File: config.mk
export PLATFORM = sky130hd
export DESIGN_NAME = pingpong_merge
export DESIGN_NICKNAME = d
export VERILOG_FILES = /design/src/rtl/pm_pkg.sv /design/src/rtl/pm_fifo.sv /design/src/rtl/pm_loader.sv /design/src/rtl/pm_ctrl.sv /design/src/rtl/pingpong_merge.sv
export SDC_FILE = /design/constraint.sdc
export NUM_CORES = 1
export LEC_CHECK = 0
export BUFFER_PORTS_ARGS = -buffer_cell sky130_fd_sc_hd__buf_2
export CAP_MARGIN = 5
export CORE_ASPECT_RATIO = 1.25
export CORE_MARGIN = 1.5
export CORE_UTILIZATION = 50
export CTS_BUF_LIST = sky130_fd_sc_hd__clkbuf_8 sky130_fd_sc_hd__clkbuf_16
export DETAILED_ROUTE_END_ITERATION = 7
export PLACE_DENSITY = 0.69
export SKIP_LAST_GASP = 1
export SYNTH_ARGS = -nofsm -noshare
export SYNTH_HDL_FRONTEND = slang
export SYNTH_SLANG_ARGS = --single-unit
File: constraint.sdc
create_clock -name clk -period 3.4 [get_ports clk]
set_input_delay 0.17 -clock clk [delete_from_list [all_inputs] [get_ports clk]]
set_output_delay 0.17 -clock clk [all_outputs]
set_load 0.1 [all_outputs]
File: src/rtl/pm_pkg.sv
package pm_pkg;

    typedef enum logic [1:0] {
        MS_WAIT    = 2'd0,
        MS_MERGE   = 2'd1,
        MS_DRAIN_A = 2'd2,
        MS_DRAIN_B = 2'd3
    } merge_state_e;

    localparam int NUM_BANKS = 2;

endpackage

File: src/rtl/pm_fifo.sv
module pm_fifo #(
    parameter int DATA_W = 8,
    parameter int DEPTH  = 4,
    localparam int PTR_W = (DEPTH > 1) ? $clog2(DEPTH) : 1,
    localparam int CNT_W = $clog2(DEPTH + 1)
) (
    input  logic              clk,
    input  logic              rst_n,
    input  logic              wr_en,
    input  logic [DATA_W-1:0] wr_data,
    input  logic              rd_en,
    output logic [DATA_W-1:0] rd_data,
    output logic [CNT_W-1:0]  count
);

    logic [DATA_W-1:0] mem [DEPTH];
    logic [PTR_W-1:0]  wptr_q;
    logic [PTR_W-1:0]  rptr_q;
    logic [CNT_W-1:0]  cnt_q;

    function automatic logic [PTR_W-1:0] bump(input logic [PTR_W-1:0] p);
        if (p == PTR_W'(DEPTH - 1)) begin
            return '0;
        end
        return p + 1'b1;
    endfunction

    always_ff @(posedge clk) begin
        if (wr_en) begin
            mem[wptr_q] <= wr_data;
        end
    end

    always_ff @(posedge clk) begin
        if (!rst_n) begin
            wptr_q <= '0;
            rptr_q <= '0;
            cnt_q  <= '0;
        end else begin
            if (wr_en) begin
                wptr_q <= bump(wptr_q);
            end
            if (rd_en) begin
                rptr_q <= bump(rptr_q);
            end
            unique case ({wr_en, rd_en})
                2'b10:   cnt_q <= cnt_q + 1'b1;
                2'b01:   cnt_q <= cnt_q - 1'b1;
                default: cnt_q <= cnt_q;
            endcase
        end
    end

    assign rd_data = mem[rptr_q];
    assign count   = cnt_q;

endmodule

File: src/rtl/pm_loader.sv
module pm_loader #(
    parameter int RUN_LEN = 4,
    localparam int CNT_W  = $clog2(RUN_LEN + 1)
) (
    input  logic                  clk,
    input  logic                  rst_n,
    input  logic                  in_valid,
    output logic                  in_ready,
    input  logic [1:0][CNT_W-1:0] bank_cnt,
    input  logic                  merge_busy,
    input  logic                  merge_bank,
    output logic [1:0]            wr_en
);

    logic             fill_bank_q;
    logic [CNT_W-1:0] wcnt_q;
    logic             accept;

    always_comb begin
        in_ready = (bank_cnt[fill_bank_q] < CNT_W'(RUN_LEN))
                && !(merge_busy && (merge_bank == fill_bank_q));
        accept   = in_valid && in_ready;
        wr_en    = '0;
        wr_en[fill_bank_q] = accept;
    end

    always_ff @(posedge clk) begin
        if (!rst_n) begin
            fill_bank_q <= 1'b0;
            wcnt_q      <= '0;
        end else if (accept) begin
            if (wcnt_q == CNT_W'(RUN_LEN - 1)) begin
                wcnt_q      <= '0;
                fill_bank_q <= ~fill_bank_q;
            end else begin
                wcnt_q <= wcnt_q + 1'b1;
            end
        end
    end

endmodule

File: src/rtl/pm_ctrl.sv
module pm_ctrl
    import pm_pkg::*;
#(
    parameter int DATA_W  = 8,
    parameter int RUN_LEN = 4,
    localparam int CNT_W  = $clog2(RUN_LEN + 1),
    localparam int EMIT_W = $clog2(2 * RUN_LEN)
) (
    input  logic                   clk,
    input  logic                   rst_n,
    input  logic [1:0][CNT_W-1:0]  cnt_a,
    input  logic [1:0][CNT_W-1:0]  cnt_b,
    input  logic [1:0][DATA_W-1:0] head_a,
    input  logic [1:0][DATA_W-1:0] head_b,
    input  logic                   out_ready,
    output logic [1:0]             pop_a,
    output logic [1:0]             pop_b,
    output logic                   out_valid,
    output logic [DATA_W-1:0]      out_data,
    output logic                   out_last,
    output logic                   merge_busy,
    output logic                   merge_bank
);

    localparam logic [EMIT_W-1:0] LAST_IDX = EMIT_W'(2 * RUN_LEN - 1);
    localparam logic [CNT_W-1:0]  END_IDX  = CNT_W'(RUN_LEN - 1);

    merge_state_e      state_q, state_d;
    logic              mb_q;
    logic [CNT_W-1:0]  taken_a_q;
    logic [CNT_W-1:0]  taken_b_q;
    logic [EMIT_W-1:0] emit_q;

    logic [DATA_W-1:0] ha, hb;
    logic              bank_full;
    logic              take_a;
    logic              fire;
    logic              run_end;

    assign ha        = head_a[mb_q];
    assign hb        = head_b[mb_q];
    assign bank_full = (cnt_a[mb_q] == CNT_W'(RUN_LEN))
                    && (cnt_b[mb_q] == CNT_W'(RUN_LEN));

    // Output decode
    always_comb begin
        out_valid = 1'b0;
        take_a    = 1'b0;
        unique case (state_q)
            MS_WAIT: begin
                out_valid = 1'b0;
            end
            MS_MERGE: begin
                out_valid = 1'b1;
                take_a    = (ha < hb);
            end
            MS_DRAIN_A: begin
                out_valid = 1'b1;
                take_a    = 1'b1;
            end
            MS_DRAIN_B: begin
                out_valid = 1'b1;
                take_a    = 1'b0;
            end
            default: begin
                out_valid = 1'b0;
            end
        endcase
        fire       = out_valid && out_ready;
        run_end    = fire && (emit_q == LAST_IDX);
        out_data   = take_a ? ha : hb;
        out_last   = out_valid && (emit_q == LAST_IDX);
        pop_a      = '0;
        pop_b      = '0;
        pop_a[mb_q] = fire && take_a;
        pop_b[mb_q] = fire && !take_a;
        merge_busy = (state_q != MS_WAIT);
        merge_bank = mb_q;
    end

    // Next-state decode
    always_comb begin
        state_d = state_q;
        unique case (state_q)
            MS_WAIT: begin
                if (bank_full) begin
                    state_d = MS_MERGE;                  // T1
                end
            end
            MS_MERGE: begin
                if (fire && take_a && (taken_a_q == END_IDX)) begin
                    state_d = MS_DRAIN_B;                // T2
                end else if (fire && !take_a && (taken_b_q == END_IDX)) begin
                    state_d = MS_DRAIN_A;                // T3
                end
            end
            MS_DRAIN_A, MS_DRAIN_B: begin
                if (run_end) begin
                    state_d = MS_WAIT;                   // T4
                end
            end
            default: begin
                state_d = MS_WAIT;
            end
        endcase
    end

    // State register and run counters
    always_ff @(posedge clk) begin
        if (!rst_n) begin
            state_q   <= MS_WAIT;
            mb_q      <= 1'b0;
            taken_a_q <= '0;
            taken_b_q <= '0;
            emit_q    <= '0;
        end else begin
            state_q <= state_d;
            if (run_end) begin
                mb_q      <= ~mb_q;
                taken_a_q <= '0;
                taken_b_q <= '0;
                emit_q    <= '0;
            end else if (fire) begin
                emit_q <= emit_q + 1'b1;
                if (take_a) begin
                    taken_a_q <= taken_a_q + 1'b1;
                end else begin
                    taken_b_q <= taken_b_q + 1'b1;
                end
            end
        end
    end

endmodule

File: src/rtl/pingpong_merge.sv
module pingpong_merge
    import pm_pkg::*;
#(
    parameter int DATA_W  = 8,
    parameter int RUN_LEN = 4
) (
    input  logic              clk,
    input  logic              rst_n,
    input  logic              a_valid,
    input  logic [DATA_W-1:0] a_data,
    output logic              a_ready,
    input  logic              b_valid,
    input  logic [DATA_W-1:0] b_data,
    output logic              b_ready,
    output logic              out_valid,
    output logic [DATA_W-1:0] out_data,
    input  logic              out_ready,
    output logic              out_last
);

    localparam int CNT_W = $clog2(RUN_LEN + 1);

    logic [1:0][CNT_W-1:0]  cnt_a, cnt_b;
    logic [1:0][DATA_W-1:0] head_a, head_b;
    logic [1:0]             wr_a, wr_b;
    logic [1:0]             pop_a, pop_b;
    logic                   merge_busy;
    logic                   merge_bank;

    for (genvar bk = 0; bk < NUM_BANKS; bk++) begin : g_bank
        pm_fifo #(.DATA_W(DATA_W), .DEPTH(RUN_LEN)) u_fifo_a (
            .clk     (clk),
            .rst_n   (rst_n),
            .wr_en   (wr_a[bk]),
            .wr_data (a_data),
            .rd_en   (pop_a[bk]),
            .rd_data (head_a[bk]),
            .count   (cnt_a[bk])
        );
        pm_fifo #(.DATA_W(DATA_W), .DEPTH(RUN_LEN)) u_fifo_b (
            .clk     (clk),
            .rst_n   (rst_n),
            .wr_en   (wr_b[bk]),
            .wr_data (b_data),
            .rd_en   (pop_b[bk]),
            .rd_data (head_b[bk]),
            .count   (cnt_b[bk])
        );
    end

    pm_loader #(.RUN_LEN(RUN_LEN)) u_load_a (
        .clk        (clk),
        .rst_n      (rst_n),
        .in_valid   (a_valid),
        .in_ready   (a_ready),
        .bank_cnt   (cnt_a),
        .merge_busy (merge_busy),
        .merge_bank (merge_bank),
        .wr_en      (wr_a)
    );

    pm_loader #(.RUN_LEN(RUN_LEN)) u_load_b (
        .clk        (clk),
        .rst_n      (rst_n),
        .in_valid   (b_valid),
        .in_ready   (b_ready),
        .bank_cnt   (cnt_b),
        .merge_busy (merge_busy),
        .merge_bank (merge_bank),
        .wr_en      (wr_b)
    );

    pm_ctrl #(.DATA_W(DATA_W), .RUN_LEN(RUN_LEN)) u_ctrl (
        .clk        (clk),
        .rst_n      (rst_n),
        .cnt_a      (cnt_a),
        .cnt_b      (cnt_b),
        .head_a     (head_a),
        .head_b     (head_b),
        .out_ready  (out_ready),
        .pop_a      (pop_a),
        .pop_b      (pop_b),
        .out_valid  (out_valid),
        .out_data   (out_data),
        .out_last   (out_last),
        .merge_busy (merge_busy),
        .merge_bank (merge_bank)
    );

endmodule

==> results by group, run 1 <==
Power and ir drop
  • Total leakage power: 3.58 nW
  • Overall power: 0.00622 W
  • Power per standard cell area: 625 nW/um2
  • Pint: 0.00422 W
  • Portion of total power attributed to combinational logic: 26.8%
  • Switching power share of the total: 32.1%
  • Max IR drop VDD: 0.371 mV
  • Sequential group share of total power: 42.6%
  • Power spent charging and discharging nets: 0.00200 W
  • Clk network pwr share: 30.6%

Final layout
  • Final Net Count: 730
  • Diodes inserted: 0
  • Fraction of layout instances using a drive strength above 1: 32.2%
  • Area growth from synthesis to final layout: 23.8%

Yosys
  • Number of standard cells after synthesis: 565
  • Fraction of post-synthesis cell area in the top cell type by area: 47.8%
  • Most common library cells after synthesis: 128 x sky130_fd_sc_hd__edfxtp_1, 62 x sky130_fd_sc_hd__nand2_1, 56 x sky130_fd_sc_hd__dfxtp_1, 45 x sky130_fd_sc_hd__ha_1
  • Most common flop cell mapped by yosys: sky130_fd_sc_hd__edfxtp_1
  • #FFs+latches synth: 184
  • Number of flops mapped to enable cells by yosys: 128
  • Synthesized Nets: 635
  • Mean Syn Cell Area: 14.2 um2
  • Post-synthesis cell area: 8040 um2
  • Biggest area contributors in the synthesized netlist: sky130_fd_sc_hd__edfxtp_1 48%, sky130_fd_sc_hd__dfxtp_1 14%, sky130_fd_sc_hd__mux4_2 9.2%
  • Number of unique standard cell types used by synthesis: 48
  • Most frequent cell after synthesis: sky130_fd_sc_hd__edfxtp_1
  • Largest area contributor in the netlist: sky130_fd_sc_hd__edfxtp_1
  • Fraction of registers with async set/reset: 0%
  • Number of warning messages in the yosys log: 0
  • Proportion of synthesized chip area in sequential cells: 61.7%

Clocking
  • Max Root-Sink Buffers: 2
  • Worst skew pair latency: 0.43 ns
  • Post-CTS clock slew at the launch and capture registers of the worst setup and hold paths: 0.07 ns
  • Number of buffers created by CTS: 17
  • Clock root buffer: sky130_fd_sc_hd__clkbuf_16
  • # clock sinks: 184
  • CTS tree: yes
  • H-tree lvl count: 4

STA
  • Worst max-slew margin expressed relative to the limit: 56.5%
  • Setup TNS: -3.05 ns
  • Final critical-path setup slack: -0.348 ns
  • Top achievable clock speed: 267 MHz
  • Crit path time final: 3.75 ns
  • Max Clock Skew: 0.00954 ns
  • Final Max Tran Viols: 0
  • Share of the clock period used by the worst path: 110%
  • Final number of setup-violating endpoints: 20
  • Setup repair after global routing missed its margin: yes
  • Worst hold slack after final layout: 0.0134 ns
  • Count of final hold-check violations: 0
  • Tightest Pin Transition: 0.653 ns

Placement
  • Routability-driven placement congestion ratio: 0.764
  • Detailed placement HPWL: 11200 um
  • Port Buf Inserts: 32

Route
  • Via count: 4758
  • Mean routed wirelength per cell: 18.0 um
  • Final antenna-violating net count: 0
  • Initial drt markers: 304
  • Routed vias/inst: 5.38
  • Drc violations: 0
  • Number of detailed-routing iterations run before antenna repair: 5
  • Routed Wire Length: 15900 um

Min path
  • Min-delay worst type: input pin to flop
  • HP Start: b_valid
  • Cells on Worst Hold Path: 2
  • Hold Crit Endpoint: u_load_b.wcnt_q[2]

GRT
  • Largest net degree at the start of global routing: 43
  • Number of global-route vias before repair: 5020
  • Remaining global-route overflow: 0
  • Total global-route track usage: 20.2%
  • Global-route wire length before repair: 24800 um
  • Number of antenna violations at the first check in global routing: 0

Setup path
  • Maximum fanout encountered on the critical timing path: 8
  • Type of the setup path with the least slack: flop to flop
  • Worst reg-to-reg path cell count: 16
  • Register-to-register setup slack: -0.35 ns
  • Reg-to-reg critical path endpoint: g_bank[0].u_fifo_a.count[2]
  • CP startpoint kind: flop
  • Worst EP arrival: 4.11 ns
  • Worst setup EP type: flop
  • Endpoint required time on the critical path: 3.76 ns

Floorplan
  • Die X: 116 um
  • Die area: 16900 um2
  • Number of ports placed on the die boundary: 33
  • Effective utilization at floorplan: 51.5%
  • Die height: 145 um
  • Floorplan Core Area: 15600 um2
  • Number of rows in the core area: 51

Flow run
  • Number of max-capacitance violations reported: 0

Outcome
  • Violated checks: setup timing
  • Result of the run: complete, but fails checks
[timing repair]
item	4_1_cts	5_1_grt
endpoints found under the hold margin	1	0
hold buffers	1	0
resized for setup	47	12
endpoints found under the setup margin	17	25
pin swaps	15	7
setup buffers	16	7
gates cloned	0	0
[flip-flops by register name (all words and copies together) (netlist names), 4 cells and up, named ones only]
signal,cells
g_bank.u_fifo_b.mem,64
g_bank.u_fifo_b.count,6
g_bank.u_fifo_a.count,6
g_bank.u_fifo_a.mem,64
g_bank.u_fifo_b.wptr_q,4
g_bank.u_fifo_a.rptr_q,4
g_bank.u_fifo_b.rptr_q,4
g_bank.u_fifo_a.wptr_q,4
[layout make-up]
cell class                 instances  area [um2]
multi-input combinational        326        3130
clock inverter                    13         128
sequential                       184        4970
timing repair buffer              97         887
fill                            1120        5670
tap                              212         265
inverter                          34         128
clock buffer                      19         453
[power by group through the flow]
| stage | sequential (W) | clock, W | combinational [W] |
|---|---|---|---|
| after floorplan | 0.00267 | 0 | 0.00105 |
| after global placement | 0.00269 | 0 | 0.00144 |
| after detailed placement | 0.00271 | 0 | 0.00149 |
| after CTS | 0.00265 | 0.00193 | 0.00163 |
| after global routing | 0.00267 | 0.00203 | 0.00178 |
| final | 0.00265 | 0.00191 | 0.00166 |
[kinds of logic after synthesis]
logic type      share of synthesized area (%)
mux                                      11.5
buf+inv                                  2.80
flops                                    61.7
compound gates                           4.68
simple gates                             10.0
fa+ha+maj                                8.00
xor+xnor                                 1.31
[placed cells by master (no fill, tap or decap), types with 21 or more instances in the layout]
master                     Yosys  final
sky130_fd_sc_hd__ha_1         45     35
sky130_fd_sc_hd__buf_2         6     24
sky130_fd_sc_hd__mux4_2       33     33
sky130_fd_sc_hd__inv_1        33     30
sky130_fd_sc_hd__edfxtp_1    128    128
sky130_fd_sc_hd__buf_4         1     54
sky130_fd_sc_hd__dfxtp_1      56     52
sky130_fd_sc_hd__and2_1       27     27
sky130_fd_sc_hd__nand2_1      62     52
sky130_fd_sc_hd__nor2b_1      21     21
[per-layer routing]
layer,vias up,share of wire (%),global-route usage (%)
li1,2242,-,-
met1,2386,40,22.6
met2,102,54,36.9
met3,28,3.2,4.21
met4,0,2.6,8.73
met5,-,0,0
[worst max path at each step]
| stage | start | end | slack, ns | cells after the start |
|---|---|---|---|---|
| finish | flop | g_bank[0].u_fifo_a.count[2] | -0.35 | 16 |
| global route | flop | g_bank[1].u_fifo_a.count[2] | -0.47 | 16 |
| CTS | flop | g_bank[0].u_fifo_a.count[2] | -0.27 | 16 |
| detailed placement | flop | g_bank[1].u_fifo_a.count[2] | -0.48 | 15 |
| global placement | flop | g_bank[1].u_fifo_a.count[2] | -0.41 | 15 |
| floorplan | flop | g_bank[1].u_fifo_b.count[2] | -0.12 | 16 |
[critical path, cell delays in order (launching register included)]
cell	delay (ns)
sky130_fd_sc_hd__dfxtp_2	0.34
sky130_fd_sc_hd__buf_12	0.13
sky130_fd_sc_hd__mux4_2	0.54
sky130_fd_sc_hd__mux2i_4	0.20
sky130_fd_sc_hd__ha_4	0.24
sky130_fd_sc_hd__a21oi_4	0.18
sky130_fd_sc_hd__o2111ai_4	0.13
sky130_fd_sc_hd__a211oi_2	0.33
sky130_fd_sc_hd__a21oi_4	0.13
sky130_fd_sc_hd__buf_6	0.15
sky130_fd_sc_hd__nor3_4	0.13
sky130_fd_sc_hd__ha_2	0.23
sky130_fd_sc_hd__inv_2	0.04
sky130_fd_sc_hd__fa_2	0.32
sky130_fd_sc_hd__xor2_1	0.15
sky130_fd_sc_hd__or3_1	0.30
sky130_fd_sc_hd__a21boi_1	0.13
[stage by stage]
| stage | instances | cell area, um2 | setup slack, ns | util [%] |
|---|---|---|---|---|
| finish | 885 | 9960 | -0.348 | 63.7 |
| global route | 885 | 9960 | -0.474 | 63.7 |
| CTS | 879 | 9850 | -0.274 | 63.0 |
| detailed placement | 830 | 8960 | -0.479 | 57.3 |
| global placement | 830 | 8960 | -0.406 | 57.3 |
| floorplan | 565 | 8120 | -0.117 | - |
(Power assumes the default switching activity.)
==> run 2: changes to the inputs <==
--- a/config.mk
+++ b/config.mk
@@ -16,4 +16,5 @@
 export SKIP_LAST_GASP = 1
 export SYNTH_ARGS = -nofsm -noshare
 export SYNTH_HDL_FRONTEND = slang
+export SYNTH_HIERARCHICAL = 1
 export SYNTH_SLANG_ARGS = --single-unit
==> results by group, run 2 <==
Outcome
  • Result of the run: complete, but fails checks
  • Violated checks: setup timing

Route
  • Via count: 4626
  • Drc violations: 0
  • Routed vias/inst: 5.31
  • Final antenna-violating net count: 0
  • Routed Wire Length: 15600 um
  • Number of detailed-routing iterations run before antenna repair: 4
  • Mean routed wirelength per cell: 17.9 um
  • Initial drt markers: 293

Yosys
  • #FFs+latches synth: 184
  • Mean Syn Cell Area: 15.1 um2
  • Largest area contributor in the netlist: sky130_fd_sc_hd__edfxtp_1
  • Most frequent cell after synthesis: sky130_fd_sc_hd__edfxtp_1
  • Fraction of registers with async set/reset: 0%
  • Fraction of post-synthesis cell area in the top cell type by area: 47.4%
  • Proportion of synthesized chip area in sequential cells: 61.2%
  • Number of unique standard cell types used by synthesis: 49
  • Number of standard cells after synthesis: 536
  • Most common flop cell mapped by yosys: sky130_fd_sc_hd__edfxtp_1
  • Synthesized Nets: 604
  • Number of warning messages in the yosys log: 6
  • Post-synthesis cell area: 8110 um2
  • Biggest area contributors in the synthesized netlist: sky130_fd_sc_hd__edfxtp_1 47%, sky130_fd_sc_hd__dfxtp_1 14%, sky130_fd_sc_hd__mux4_2 9.2%
  • Number of flops mapped to enable cells by yosys: 128
  • Most common library cells after synthesis: 128 x sky130_fd_sc_hd__edfxtp_1, 56 x sky130_fd_sc_hd__dfxtp_1, 43 x sky130_fd_sc_hd__ha_1, 37 x sky130_fd_sc_hd__mux2i_1, 33 x sky130_fd_sc_hd__mux4_2

Setup path
  • Worst setup EP type: flop
  • Maximum fanout encountered on the critical timing path: 4
  • CP startpoint kind: flop
  • Type of the setup path with the least slack: flop to flop
  • Endpoint required time on the critical path: 3.75 ns
  • Worst EP arrival: 4.15 ns

Power and ir drop
  • Max IR drop VDD: 0.253 mV
  • Total leakage power: 3.65 nW
  • Power per standard cell area: 517 nW/um2

STA
  • Max Clock Skew: 0.0122 ns
  • Crit path time final: 3.80 ns
  • Worst max-slew margin expressed relative to the limit: 65.6%
  • Share of the clock period used by the worst path: 112%
  • Top achievable clock speed: 263 MHz
  • Final Max Tran Viols: 0
  • Worst hold slack after final layout: 0.0130 ns
  • Final critical-path setup slack: -0.398 ns
  • Tightest Pin Transition: 0.515 ns
  • Count of final hold-check violations: 0
  • Final number of setup-violating endpoints: 19
  • Setup repair after global routing missed its margin: yes

Floorplan
  • Die X: 117 um
  • Number of rows in the core area: 51
  • Die area: 17000 um2
  • Die height: 145 um
  • Effective utilization at floorplan: 51.6%
  • Floorplan Core Area: 15700 um2
  • Number of ports placed on the die boundary: 33

Clocking
  • Post-CTS clock slew at the launch and capture registers of the worst setup and hold paths: 0.07 ns
  • Worst skew pair latency: 0.43 ns
  • Clock root buffer: sky130_fd_sc_hd__clkbuf_16
  • Max Root-Sink Buffers: 2
  • H-tree lvl count: 4
  • Number of buffers created by CTS: 17
  • # clock sinks: 184
  • CTS tree: yes

Final layout
  • Fraction of layout instances using a drive strength above 1: 33.6%
  • Non-filler cells, final: 872
  • Final Instance Area: 10200 um2
  • Regs by FF count: g_bank.u_fifo_a/mem: 64 flops, g_bank.u_fifo_b/mem: 64 flops
  • Commonest non-fill, non-tap cell in the layout: sky130_fd_sc_hd__edfxtp_1
  • Final Net Count: 715
  • Core utilization of the finished layout: 65.0%
  • Leading cell types in the layout, fill and taps excluded: 128 x sky130_fd_sc_hd__edfxtp_1, 53 x sky130_fd_sc_hd__dfxtp_1, 52 x sky130_fd_sc_hd__buf_4
  • Area growth from synthesis to final layout: 25.9%
  • Diodes inserted: 0

Min path
  • Min-delay worst type: input pin to flop

Placement
  • Area post-placement: 9260 um2
  • Post-placement worst setup slack: -0.340 ns
  • Port Buf Inserts: 32
  • Routability-driven placement congestion ratio: 0.762
  • Total placed cells including tap cells: 818
  • Detailed placement HPWL: 10700 um

GRT
  • Largest net degree at the start of global routing: 32
  • Global-route wire length before repair: 24400 um
  • Number of antenna violations at the first check in global routing: 0
  • Total global-route track usage: 19.2%
  • Number of global-route vias before repair: 4837
  • Remaining global-route overflow: 0

Flow run
  • Number of max-capacitance violations reported: 0
-- run 2: cell types whose count changed in the layout (fill, tap and decap cells not counted), moves of 6 or more --
cell / change
sky130_fd_sc_hd__nand2_1: -27
sky130_fd_sc_hd__mux2i_1: +10
sky130_fd_sc_hd__nand2_2: -9
sky130_fd_sc_hd__and2_1: -6
-- run 2: timing repair --
item                       in CTS  in global routing
hold endpoints to repair       16                  0
setup endpoints to repair      19                 27
buffers inserted                9                 10
hold buffers                    4                  0
resized for setup               8                 30
pin swaps                      10                 13
-- run 2: through the flow --
| stage | TNS [ns] | total power, W |
|---|---|---|
| floorplan | -1.49 | 0.00315 |
| CTS | -4.06 | 0.00528 |
| global placement | -1.94 | 0.00342 |
| detailed placement | -2.82 | 0.00345 |
| finish | -4.83 | 0.00527 |
| global route | -7.80 | 0.00547 |
-- run 2: final cells by class --
class	count	area, um2
inverter	32	120
clock inverter	15	130
clock buffer	17	425
timing repair buffer	107	1040
sequential	184	4970
fill	1143	5490
multi-input combinational	305	3260
tap	212	265
-- run 2: per-layer routing --
layer / up-vias / wire length [um] / global-route usage (%)
li1: 2224 / - / -
met1: 2327 / 6700 / 24.1
met2: 55 / 8370 / 33.0
met3: 20 / 323 / 3.96
met4: 0 / 208 / 6.27
met5: - / 0 / 0
-- run 2: critical path: stages (launching register included) --
cell	delay, ns
sky130_fd_sc_hd__dfxtp_2	0.35
sky130_fd_sc_hd__buf_4	0.14
sky130_fd_sc_hd__mux4_2	0.54
sky130_fd_sc_hd__mux2i_2	0.22
sky130_fd_sc_hd__inv_1	0.09
sky130_fd_sc_hd__ha_1	0.31
sky130_fd_sc_hd__nand3_2	0.10
sky130_fd_sc_hd__nor3b_4	0.26
sky130_fd_sc_hd__a311oi_4	0.14
sky130_fd_sc_hd__buf_6	0.17
sky130_fd_sc_hd__buf_4	0.13
sky130_fd_sc_hd__and3_4	0.19
sky130_fd_sc_hd__ha_4	0.16
sky130_fd_sc_hd__fa_2	0.33
sky130_fd_sc_hd__xnor2_1	0.15
sky130_fd_sc_hd__or3_1	0.31
sky130_fd_sc_hd__a21boi_1	0.13
-- run 2: logic make-up (layout without fill, tap and decap cells) --
kind of cell,Yosys count,in the layout,synth area share (%)
adder cells (fa/ha/maj),47,47,7.62
AO/OA/AOI/OAI,52,52,4.78
multiplexers,70,70,13.7
AND/OR/NAND/NOR,127,127,8.88
XOR/XNOR,9,9,0.972
flip-flops,184,184,61.2
buffers and inverters,47,171,2.76
-- run 2: final timing paths --
check,to,cells after the start,start,slack [ns]
max,g_bank[1].u_fifo_a/count[2],16,flop,-0.40
min,g_bank[1].u_fifo_b/mem[1][7],1,b_data[7],0.01
max reg2reg,g_bank[1].u_fifo_a/count[2],16,flop,-0.40
min reg2reg,u_load_b/wcnt_q[2],2,u_load_b/wcnt_q[2],0.43
-- run 2: power breakdown --
group | leakage [nW] | internal (W) | switching [W]
combinational | 1.77 | 0.000379 | 0.000518
clock | 0.264 | 0.00101 | 0.000823
sequential | 1.62 | 0.00250 | 0.0000505
==> run 3: changes to the inputs <==
--- a/config.mk
+++ b/config.mk
@@ -6,13 +6,13 @@
 export NUM_CORES = 1
 export LEC_CHECK = 0
 export BUFFER_PORTS_ARGS = -buffer_cell sky130_fd_sc_hd__buf_2
-export CAP_MARGIN = 5
+export CAP_MARGIN = 20
 export CORE_ASPECT_RATIO = 1.25
 export CORE_MARGIN = 1.5
 export CORE_UTILIZATION = 50
 export CTS_BUF_LIST = sky130_fd_sc_hd__clkbuf_8 sky130_fd_sc_hd__clkbuf_16
 export DETAILED_ROUTE_END_ITERATION = 7
-export PLACE_DENSITY = 0.69
+export PLACE_DENSITY = 0.67
 export SKIP_LAST_GASP = 1
 export SYNTH_ARGS = -nofsm -noshare
 export SYNTH_HDL_FRONTEND = slang
==> constraint.sdc (replaced) <==
create_clock -name clk -period 4.11 [get_ports clk]
set_input_delay 0.2055 -clock clk [delete_from_list [all_inputs] [get_ports clk]]
set_output_delay 0.2055 -clock clk [all_outputs]
set_load 0.1 [all_outputs]
==> results by group, run 3 (synthesis results as in run 2) <==
Route
  • Routed vias/inst: 5.40
  • Mean routed wirelength per cell: 17.5 um
  • Routed Wire Length: 14300 um
  • Via count: 4392
  • Initial drt markers: 244
  • Drc violations: 0
  • Number of detailed-routing iterations run before antenna repair: 5
  • Final antenna-violating net count: 0

Final layout
  • Diodes inserted: 0
  • Area taken by multi-input logic gates: 2940 um2
  • Area growth from synthesis to final layout: 14.4%
  • Non-filler cells, final: 813
  • Commonest non-fill, non-tap cell in the layout: sky130_fd_sc_hd__edfxtp_1
  • Fraction of layout instances using a drive strength above 1: 21.3%
  • Regs by FF count: g_bank.u_fifo_a/mem: 64 flops, g_bank.u_fifo_b/mem: 64 flops
  • Sequential cell area in the final layout: 4970 um2
  • Leading cell types in the layout, fill and taps excluded: 128 x sky130_fd_sc_hd__edfxtp_1, 54 x sky130_fd_sc_hd__dfxtp_1, 43 x sky130_fd_sc_hd__ha_1
  • Final Net Count: 657
  • Core utilization of the finished layout: 59.1%
  • Fill cell total of the finished layout: 1258

Placement
  • Detailed placement HPWL: 10600 um
  • Total placed cells including tap cells: 781
  • Routability-driven placement congestion ratio: 0.771
  • Port Buf Inserts: 32
  • Post-placement worst setup slack: -0.0419 ns

Floorplan
  • Die X: 117 um
  • Floorplan Core Area: 15700 um2
  • Die height: 145 um
  • Number of rows in the core area: 51
  • Die area: 17000 um2
  • Number of ports placed on the die boundary: 33
  • Effective utilization at floorplan: 51.6%

Clocking
  • CTS tree: yes
  • Clock root buffer: sky130_fd_sc_hd__clkbuf_16
  • Max Root-Sink Buffers: 2
  • Number of buffers created by CTS: 17
  • Post-CTS setup buffer count: 0
  • Post-CTS clock slew at the launch and capture registers of the worst setup and hold paths: 0.07 ns
  • H-tree lvl count: 4
  • Worst skew pair latency: 0.43 ns
  • # clock sinks: 184

Setup path
  • Maximum fanout encountered on the critical timing path: 7
  • Worst setup EP type: primary output
  • CP startpoint kind: flop
  • Reg-to-reg critical path endpoint: g_bank[0].u_fifo_a/count[2]
  • Largest incremental delay on the critical path: 0.51 ns
  • Sum of buffers and inverters on the critical path: 4
  • CP max-delay cell: sky130_fd_sc_hd__mux4_2
  • Worst EP arrival: 3.71 ns
  • Type of the setup path with the least slack: flop to primary output
  • Crit-path leading delay family: multiplexers
  • Endpoint required time on the critical path: 3.90 ns
  • Sequence of cells on the critical path: buf_12 > mux4_2 > mux2i_1 > inv_1 > ha_1 > a211oi_2 > o221ai_2 > a311oi_4 > buf_4 > mux2i_1 > buf_12
  • Register-to-register setup slack: 0.22 ns
  • Worst reg-to-reg path cell count: 16

Power and ir drop
  • Total leakage power: 3.25 nW
  • Max IR drop VDD: 0.305 mV
  • Overall power: 0.00420 W
  • Power per standard cell area: 453 nW/um2

GRT
  • Largest net degree at the start of global routing: 32
  • Number of antenna violations at the first check in global routing: 0
  • Number of global-route vias before repair: 4628
  • Remaining global-route overflow: 0
  • Global-route wire length before repair: 23100 um
  • Total global-route track usage: 18.2%

STA
  • Crit path time final: 3.92 ns
  • Worst max-slew margin expressed relative to the limit: 57.0%
  • Max Clock Skew: 0.0113 ns
  • Tightest Pin Transition: 0.644 ns
  • Final Max Tran Viols: 0
  • Final number of setup-violating endpoints: 0
  • Share of the clock period used by the worst path: 95.4%
  • Top achievable clock speed: 255 MHz
  • Worst hold slack after final layout: 0.0192 ns
  • Count of final hold-check violations: 0
  • Final critical-path setup slack: 0.190 ns

Min path
  • Cells on Worst Hold Path: 2
  • Min-delay worst type: input pin to flop
  • HP Start: a_valid
  • Hold Crit Endpoint: u_load_a/wcnt_q[2]

Outcome
  • Result of the run: completed

Flow run
  • Number of max-capacitance violations reported: 0
-- run 3: changes by cell type in the layout (fill, tap and decap cells not counted), sizes merged --
cell and change:
inv +6, bufinv -1, clkinvlp -2, clkinv -4, dlygate4sd3 -3, buf -55
-- run 3: worst max path at each step --
| stage | slack (ns) | depth (start not counted) | start | endpoint |
|---|---|---|---|---|
| after global routing | -0.005 | 16 | flop | g_bank[1].u_fifo_b/count[2] |
| after global placement | 0.06 | 16 | flop | g_bank[1].u_fifo_b/count[2] |
| after CTS | 0.01 | 16 | flop | g_bank[1].u_fifo_b/count[2] |
| after floorplan | -0.37 | 11 | u_ctrl/merge_bank | out_data[1] |
| after detailed placement | -0.04 | 16 | flop | g_bank[1].u_fifo_b/count[2] |
| final | 0.19 | 11 | flop | out_data[6] |
-- run 3: layer usage --
| layer | wire length [um] | share of wire (%) | vias up | global-route usage [%] |
|---|---|---|---|---|
| li1 | - | - | 2099 | - |
| met4 | 415 | 2.9 | 0 | 8.67 |
| met3 | 355 | 2.5 | 26 | 3.79 |
| met2 | 7550 | 53 | 69 | 31.7 |
| met5 | 0 | 0 | - | 0 |
| met1 | 5940 | 42 | 2198 | 21.3 |
-- run 3: through the flow --
stage / TNS, ns / area, um2
floorplan: -2.57 / 8110
global placement: 0 / 8700
detailed placement: -0.0419 / 8700
CTS: 0 / 9260
global route: -0.00488 / 9280
finish: 0 / 9280
-- run 3: layout make-up --
cell class                 instances  share of cell area (%)
clock buffer                      17                    4.59
clock inverter                    14                    1.27
inverter                          32                    1.29
multi-input combinational        305                    31.7
sequential                       184                    53.5
tap                              212                    2.86
timing repair buffer              49                    4.73
-- run 3: timing repair --
item	in CTS	in global routing
hold buffers	1	0
hold endpoints to repair	1	0
pin swaps	0	2
setup endpoints to repair	1	7
gates resized for setup	2	6
-- run 3: where the power goes --
part	total, W	switching, W	internal, W	leakage, nW
logic	0.000607	0.000387	0.000220	1.36
registers	0.00211	0.0000419	0.00207	1.62
clock network	0.00149	0.000699	0.000787	0.269
